<file path="src/rtl/irq_sel_pkg.sv">
package irq_sel_pkg;
    localparam int NPEND   = 7;
    localparam int PB_PGM  = 0;
    localparam int PB_SVC  = 1;
    localparam int PB_MCHK = 2;
    localparam int PB_EXT  = 3;
    localparam int PB_TOD  = 4;
    localparam int PB_CPUT = 5;
    localparam int PB_IO   = 6;

    localparam int NCLS    = 5;
    localparam int CL_PGM  = 0;
    localparam int CL_SVC  = 1;
    localparam int CL_MCHK = 2;
    localparam int CL_EXT  = 3;
    localparam int CL_IO   = 4;

    localparam int PSWB_MCHK = 50;
    localparam int PSWB_EXT  = 56;
    localparam int PSWB_IO   = 57;
    localparam int PSWB_CC   = 44;

    localparam int CR14_MCHK_BIT = 28;
    localparam int CR6_ISC_TOP   = 31;

    localparam logic [15:0] CODE_TOD  = 16'h1004;
    localparam logic [15:0] CODE_CPUT = 16'h1005;

    typedef enum logic [1:0] {
        XS_NONE  = 2'd0,
        XS_QUEUE = 2'd1,
        XS_TOD   = 2'd2,
        XS_CPUT  = 2'd3
    } ext_src_e;
endpackage

</file>
<file path="src/rtl/irq_io_scan.sv">
module irq_io_scan #(
    parameter  int NSUB = 8,
    localparam int SUBW = (NSUB > 1) ? $clog2(NSUB) : 1
) (
    input  logic [NSUB-1:0] ready_i,
    output logic            hit_o,
    output logic [SUBW-1:0] sub_o
);
    // lowest ready subclass wins: scan downward so the last hit is the lowest
    always_comb begin
        hit_o = 1'b0;
        sub_o = '0;
        for (int n = NSUB - 1; n >= 0; n--) begin
            if (ready_i[n]) begin
                hit_o = 1'b1;
                sub_o = SUBW'(n);
            end
        end
    end
endmodule

</file>
<file path="src/rtl/irq_ext_arb.sv">
module irq_ext_arb
    import irq_sel_pkg::*;
(
    input  logic        queued_i,
    input  logic        tod_i,
    input  logic        cput_i,
    input  logic [15:0] qcode_i,
    output logic        any_o,
    output ext_src_e    src_o,
    output logic [15:0] code_o
);
    always_comb begin
        any_o  = queued_i | tod_i | cput_i;
        src_o  = XS_NONE;
        code_o = '0;
        if (queued_i) begin
            src_o  = XS_QUEUE;
            code_o = qcode_i;
        end else if (tod_i) begin
            src_o  = XS_TOD;
            code_o = CODE_TOD;
        end else if (cput_i) begin
            src_o  = XS_CPUT;
            code_o = CODE_CPUT;
        end
    end
endmodule

</file>
<file path="src/rtl/irq_cc_merge.sv">
module irq_cc_merge
    import irq_sel_pkg::*;
(
    input  logic [63:0] psw_i,
    input  logic [1:0]  cc_i,
    output logic [63:0] old_o
);
    localparam logic [63:0] CC_FIELD = 64'h3 << PSWB_CC;

    always_comb begin
        old_o = (psw_i & ~CC_FIELD) | (64'(cc_i) << PSWB_CC);
    end
endmodule

</file>
<file path="src/rtl/irq_class_sel.sv">
module irq_class_sel
    import irq_sel_pkg::*;
#(
    parameter  int NSUB = 8,
    localparam int SUBW = (NSUB > 1) ? $clog2(NSUB) : 1
) (
    input  logic             clk,
    input  logic             rst_n,
    input  logic [NPEND-1:0] pend_i,
    input  logic [NSUB-1:0]  io_nonempty_i,
    input  logic [NSUB-1:0]  io_last_i,
    input  logic             ext_last_i,
    input  logic             mchk_last_i,
    input  logic [15:0]      ext_code_i,
    input  logic [63:0]      psw_mask_i,
    input  logic [1:0]       cc_i,
    input  logic [31:0]      cr6_i,
    input  logic [31:0]      cr14_i,
    input  logic             ack_i,
    output logic [NCLS-1:0]  take_o,
    output logic [15:0]      ext_code_o,
    output logic [SUBW-1:0]  io_sub_o,
    output logic [NPEND-1:0] clr_o,
    output logic             irq_o,
    output logic [63:0]      old_mask_o
);
    typedef struct packed {
        logic [NCLS-1:0] cls;
        ext_src_e        xsrc;
        logic [15:0]     code;
        logic [SUBW-1:0] sub;
        logic            irq;
    } sel_t;

    sel_t s_d, s_q;

    logic [NSUB-1:0] io_en;
    logic [NSUB-1:0] io_ready;
    logic            io_hit;
    logic [SUBW-1:0] io_sub;
    logic            ext_any;
    ext_src_e        ext_src;
    logic [15:0]     ext_code;
    logic [NSUB-1:0] pop_vec;
    logic [NSUB-1:0] io_left;

    // subclass n is enabled by the control-register bit counted from the top
    for (genvar n = 0; n < NSUB; n++) begin : g_isc
        assign io_en[n] = cr6_i[CR6_ISC_TOP - n];
    end
    assign io_ready = io_nonempty_i & io_en;

    irq_io_scan #(.NSUB(NSUB)) u_scan (
        .ready_i (io_ready),
        .hit_o   (io_hit),
        .sub_o   (io_sub)
    );

    irq_ext_arb u_ext (
        .queued_i (pend_i[PB_EXT]),
        .tod_i    (pend_i[PB_TOD]),
        .cput_i   (pend_i[PB_CPUT]),
        .qcode_i  (ext_code_i),
        .any_o    (ext_any),
        .src_o    (ext_src),
        .code_o   (ext_code)
    );

    irq_cc_merge u_cc (
        .psw_i (psw_mask_i),
        .cc_i  (cc_i),
        .old_o (old_mask_o)
    );

    // next selection: fixed ladder, blanked in the acknowledge cycle
    always_comb begin
        s_d      = '0;
        s_d.xsrc = XS_NONE;
        s_d.irq  = |pend_i;
        if (!ack_i) begin
            if (pend_i[PB_PGM]) begin
                s_d.cls[CL_PGM] = 1'b1;
            end else if (pend_i[PB_SVC]) begin
                s_d.cls[CL_SVC] = 1'b1;
            end else if (psw_mask_i[PSWB_MCHK] && pend_i[PB_MCHK]) begin
                // a gated machine check holds off every lower class
                if (cr14_i[CR14_MCHK_BIT]) s_d.cls[CL_MCHK] = 1'b1;
            end else if (psw_mask_i[PSWB_EXT] && ext_any) begin
                s_d.cls[CL_EXT] = 1'b1;
                s_d.xsrc        = ext_src;
                s_d.code        = ext_code;
            end else if (psw_mask_i[PSWB_IO] && pend_i[PB_IO] && io_hit) begin
                s_d.cls[CL_IO] = 1'b1;
                s_d.sub        = io_sub;
            end
        end
    end

    always_ff @(posedge clk) begin
        if (!rst_n) s_q <= '0;
        else        s_q <= s_d;
    end

    // queue state after the chosen subclass pops
    assign pop_vec = s_q.cls[CL_IO] ? (NSUB'(1) << s_q.sub) : '0;
    assign io_left = io_nonempty_i & ~(pop_vec & io_last_i);

    always_comb begin
        clr_o = '0;
        if (ack_i) begin
            if (s_q.cls[CL_PGM])  clr_o[PB_PGM]  = 1'b1;
            if (s_q.cls[CL_SVC])  clr_o[PB_SVC]  = 1'b1;
            if (s_q.cls[CL_MCHK]) clr_o[PB_MCHK] = mchk_last_i;
            if (s_q.cls[CL_EXT]) begin
                case (s_q.xsrc)
                    XS_QUEUE: clr_o[PB_EXT] = ext_last_i;
                    XS_TOD: begin
                        clr_o[PB_TOD] = 1'b1;
                        clr_o[PB_EXT] = 1'b1;
                    end
                    XS_CPUT: begin
                        clr_o[PB_CPUT] = 1'b1;
                        clr_o[PB_TOD]  = 1'b1;
                        clr_o[PB_EXT]  = 1'b1;
                    end
                    default: clr_o = '0;
                endcase
            end
            if (s_q.cls[CL_IO]) clr_o[PB_IO] = ~|io_left;
        end
    end

    assign take_o     = s_q.cls;
    assign ext_code_o = s_q.code;
    assign io_sub_o   = s_q.sub;
    assign irq_o      = s_q.irq;

    AST_SEL_ONEHOT: assert property (@(posedge clk) disable iff (!rst_n)
        $onehot0(take_o));
    AST_ACK_GAP: assert property (@(posedge clk) disable iff (!rst_n)
        ack_i |=> (take_o == '0));
    AST_SYNC_FIRST: assert property (@(posedge clk) disable iff (!rst_n)
        (!ack_i && pend_i[PB_PGM]) |=> take_o[CL_PGM]);
    AST_MCHK_GATE: assert property (@(posedge clk) disable iff (!rst_n)
        !cr14_i[CR14_MCHK_BIT] |=> !take_o[CL_MCHK]);
    AST_IRQ_DROP: assert property (@(posedge clk) disable iff (!rst_n)
        (pend_i == '0) |=> !irq_o);
    AST_TIMER_CLR: assert property (@(posedge clk) disable iff (!rst_n)
        clr_o[PB_CPUT] |-> (clr_o[PB_TOD] && clr_o[PB_EXT]));
    AST_TOD_CODE: assert property (@(posedge clk) disable iff (!rst_n)
        (take_o[CL_EXT] && s_q.xsrc == XS_TOD) |-> (ext_code_o == CODE_TOD));
    AST_IO_ENABLED: assert property (@(posedge clk) disable iff (!rst_n)
        io_hit |-> io_en[io_sub]);
endmodule

</file>
<file path="config.mk">
export PLATFORM = sky130hd
export DESIGN_NAME = irq_class_sel
export DESIGN_NICKNAME = d
export VERILOG_FILES = /design/src/rtl/irq_sel_pkg.sv /design/src/rtl/irq_io_scan.sv /design/src/rtl/irq_ext_arb.sv /design/src/rtl/irq_cc_merge.sv /design/src/rtl/irq_class_sel.sv
export SDC_FILE = /design/constraint.sdc
export NUM_CORES = 1
export LEC_CHECK = 0
export CAP_MARGIN = 30
export CORE_MARGIN = 10
export CORE_UTILIZATION = 25
export DETAILED_ROUTE_END_ITERATION = 8
export GPL_ROUTABILITY_DRIVEN = 0
export GPL_TIMING_DRIVEN = 0
export PLACE_DENSITY = 0.95
export SYNTH_ARGS = -nofsm -noshare
export SYNTH_HDL_FRONTEND = slang
export SYNTH_SLANG_ARGS = --single-unit
</file>
<file path="constraint.sdc">
create_clock -name clk -period 4.64 [get_ports clk]
set_clock_uncertainty 0.2 [all_clocks]
set_input_delay 0.696 -clock clk [delete_from_list [all_inputs] [get_ports clk]]
set_output_delay 0.696 -clock clk [all_outputs]
set_load 0.02 [all_outputs]
</file>
; After elaboration in Yosys (flattened, before gate mapping)
; Index checks and enable logic that the tools add are counted.
[totals]
reg_bits = 27
output_inout_bits = 96
[op_classes]
shift = 1
muxes = 37
n_eq_ne = 3
bitwise_logic = 11
reduce_logical = 19
[op_table]
columns = cell, count
row1 = $or A64 B46 Y64, 1
row2 = $mux W16, 2
row3 = $and A8 B8 Y8, 3
row4 = $mux W1, 21
row5 = $reduce_or A8 Y1, 2
row6 = $mux W3, 5
row7 = $reduce_or A7 Y1, 2
row8 = $mux W13, 1
row9 = $reduce_or A6 Y1, 2
row10 = $reduce_or A11 Y1, 1
row11 = $reduce_or A5 Y1, 2
row12 = $reduce_or A9 Y1, 1
row13 = $mux W2, 4
row14 = $mux W8, 1
row15 = $not A8 Y8, 1
row16 = $shl A1 B3 Y8 const A, 1
row17 = $mux W7, 1
row18 = $mux W6, 1
row19 = $reduce_or A3 Y1, 2
row20 = $eq A2 B2 Y1 const B, 2
row21 = $logic_and A1 B1 Y1, 4
row22 = $not A1 Y1, 4
row23 = $reduce_or A2 Y1, 2
row24 = $eq A2 B1 Y1 const B, 1
row25 = 3 further kinds, 4

; Depth between registers and ports, before layout
[logic_depth]
depth_word = 12
depth_mapped = 5
mapped_depth_nobuf = 4

; Hierarchy
; From an unflattened synthesis, not the netlist that was laid out.
[unflattened]
hier_cells = 232
hier_area_um2 = 1938.1
[by_module_without_submodules]
columns = module, cells_per_inst, seq_area_each_um2, area_per_inst_um2, n_inst
row1 = irq_class_sel, 128, 540.5, 1202.4, 1
row2 = irq_cc_merge, 64, 0.0, 480.5, 1
row3 = irq_ext_arb, 27, 0.0, 175.2, 1
row4 = irq_io_scan, 13, 0.0, 80.1, 1

; Worst setup path before layout
; No wires, ideal clock.
[synth_path]
kind = input-to-output
from = in io_last_i[1]
to = out clr_o[6]
cell_stages = 3
t_required_ns = 3.744
path_slack_ns = 2.381
arrival_time_ns = 1.363
path_cell_list = nand4bb_1 a221oi_1 and4_1
[synth_via]
elab_chain_cells = 7
[synth_rtl]
columns = element, line_no
row1 = from (decl), irq_class_sel.sv:11  ; input logic [NSUB-1:0] io_last_i,
row2 = $and A8 B8 Y8, irq_class_sel.sv:106  ; assign io_left = io_nonempty_i & ~(pop_vec & io_last_i);
row3 = $not A8 Y8, irq_class_sel.sv:106
row4 = $and A8 B8 Y8, irq_class_sel.sv:106
row5 = $reduce_or A8 Y1, irq_class_sel.sv:129  ; if (s_q.cls[CL_IO]) clr_o[PB_IO] = ~|io_left;
row6 = $logic_not A1 Y1, irq_class_sel.sv:129
row7 = $mux W1, irq_class_sel.sv:129
row8 = $mux W7, irq_class_sel.sv:110  ; if (ack_i) begin
row9 = to (decl), irq_class_sel.sv:23  ; output logic [NPEND-1:0] clr_o,
; No other way between the ends.

; Final worst setup path
[layout_path]
from = in ack_i
to = out clr_o[6]
[layout_via]
elab_chain_cells = 1
[layout_rtl]
columns = element, line_no
row1 = from (decl), irq_class_sel.sv:19  ; input logic ack_i,
row2 = $mux W7, irq_class_sel.sv:110
; No other way between the ends.

==> metrics.txt <==
PortBufs 150; cell count after synthesis a little over 200; CTS Root Cell clkbuf_8; Slew Limit Fails 0; Max rail drop VDD 0.0695 mV; WL final about 7500 µm; Crit Path Max Fanout 7; final cell count without fillers 454; Mapped Area 1780 µm²; Top Ports 270; Layout area overhead 93.7%; Inserted Diodes 0; post-synthesis sequential area ratio ~30%; fmax 295 MHz; GRT Total Usage 12.6%; antenna violations before repair 0; final number of setup-violating endpoints 0; net count after synthesis between 300 and 400; mean post-synth cell area 8.73 µm²; Final Core Density around half; die height about 100 µm; CP Data Required Time 3740 ps; DRT antenna net count 0; Inst Count DP 450; clk sinks 27; detailed-router iteration count before antenna repair 4; largest net degree at the start of global routing 16; Distinct cells, synth 34; Lkg Pwr 1.48 nW; leading cell type in the layout, fill and taps excluded clkdlybuf4s50_1; final period utilization between 70% and 80%; Final Hold Fails 0; Least-Margin Pin Slew about 500 ps; Avg WL per Cell 16.5 µm; CP Launch Type input pin; Clk pin slew, worst setup/hold paths 90 ps; CP peak stage delay 630 ps; Longest Clk Path Bufs 2; Worst Path Class, Setup in2out; DRC Markers 0; ys flop type dfxtp_1; vias in the first global route between 2000 and 2500; most frequent cells in the layout clkdlybuf4s50_1 (150), buf_4 (88), dfxtp_1 (27); Hold Path Class in2reg; Initial Util 25.9%; Post-DP HPWL between 6000 and 7000 µm; ratio of cells with drive above 1 in the final layout 27.9%; CTS tree yes; CP top delay family buffers and inverters; grt ovf 0; flops & latches, synth 27; Slew headroom roughly two thirds; Tot Pwr between 500 and 600 µW; Fill cells slightly above 600; Die X 104 µm; status complete, no violations; crit path buf inv count 2; routed vias around 1900; first-pass GRT wire length 11200 µm; post_cts resized 0; Crit. End Element output pin; Arrival @ worst endpoint 2490 ps; # nets final 533; # hold bufs at CTS 0; area of the die about 11000 µm²; setup bufs post-CTS 0; worst-path cell chain clkdlybuf4s50_1 > nand2_1 > a221oi_1 > and4_1 > clkdlybuf4s50_1; CP dominant cell by count clkdlybuf4s50_1; First DRT Iteration DRCs 63; Min Clock Period, post-route 3390 ps; H-tree levels 1; setup TNS 0 ps; Yosys warning count 0; Pwr Density approximately 170 nW/µm²; max_cap viols 0; number of buffers created by CTS 3; RSZ-0062 raised after global routing no; post-DR vias/cell 4.13; ys async rst share 0%; core area ~7000 µm²; Core Rows 30; number of flops mapped to enable cells by yosys 0; CP max-delay cell clkdlybuf4s50_1
[routing by layer]
metal  GRT usage, %  part of all wire, %
met3           7.93                   14
met5              0                    0
met4           3.28                  1.5
met1           11.5                   33
met2           22.7                   51
[power by group]
group / switching (mW) / internal, mW / total (mW)
Clock: 0.0653 / 0.0599 / 0.125
Sequential: 0.00107 / 0.234 / 0.235
Combinational: 0.0874 / 0.135 / 0.223
Total: 0.154 / 0.429 / 0.583
[cells in the mapped netlist, types with 2 or more instances]
cell type,instances,area (µm²)
nor2b_1,2,12.5
nand2_1,10,37.5
nor2_1,8,30.0
and2_1,18,113
and3_1,2,12.5
buf_4,88,661
a32o_1,2,20.0
a31oi_1,2,12.5
a21oi_1,6,30.0
a22oi_1,3,22.5
nand4_1,2,12.5
and4_1,2,17.5
nor3_1,3,15.0
nand3_1,5,25.0
inv_1,5,18.8
a21boi_0,2,15.0
dfxtp_1,27,541
[final cells by class]
class	instances	area [µm²]	area share, %
flip-flops and latches	27	541	15.7
inverters	5	18.8	0.544
repair buffers	150	1500	43.5
clock inverters	1	5.00	0.145
plain buffers	90	676	19.6
well taps	96	120	3.48
multi-input cells	82	546	15.8
clock buffers	3	41.3	1.20
[kinds of logic after synthesis]
group                  count (synthesis)  synth area share, %
buffers and inverters                 95                 39.0
and+or+nand+nor                       62                 20.9
DFF                                   27                 30.4
AOI/OAI and AO/OA                     20                 9.77
[sequential cells by signal, indices dropped and copies added, names as in the netlist]
signal and cells:
s_q 2, io_sub_o 3, ext_code_o 16, take_o 5, irq_o 1
[through the flow]
stage          cell area, µm²  setup slack [ps]  hold slack (ps)
2_1_floorplan            1780              2380              618
3_3_place_gp             3400              1270              830
3_5_place_dp             3400              1240              845
4_1_cts                  3450              1220              567
5_1_grt                  3450              1130              582
6_report                 3450              1250              574
[final timing paths]
kind,from,endpoint,slack [ps],cells after the start
max,ack_i,clr_o[6],1250,5
min,pend_i[3],ext_code_o[12],570,2
No activity file was read; power rests on OpenSTA's default activity.
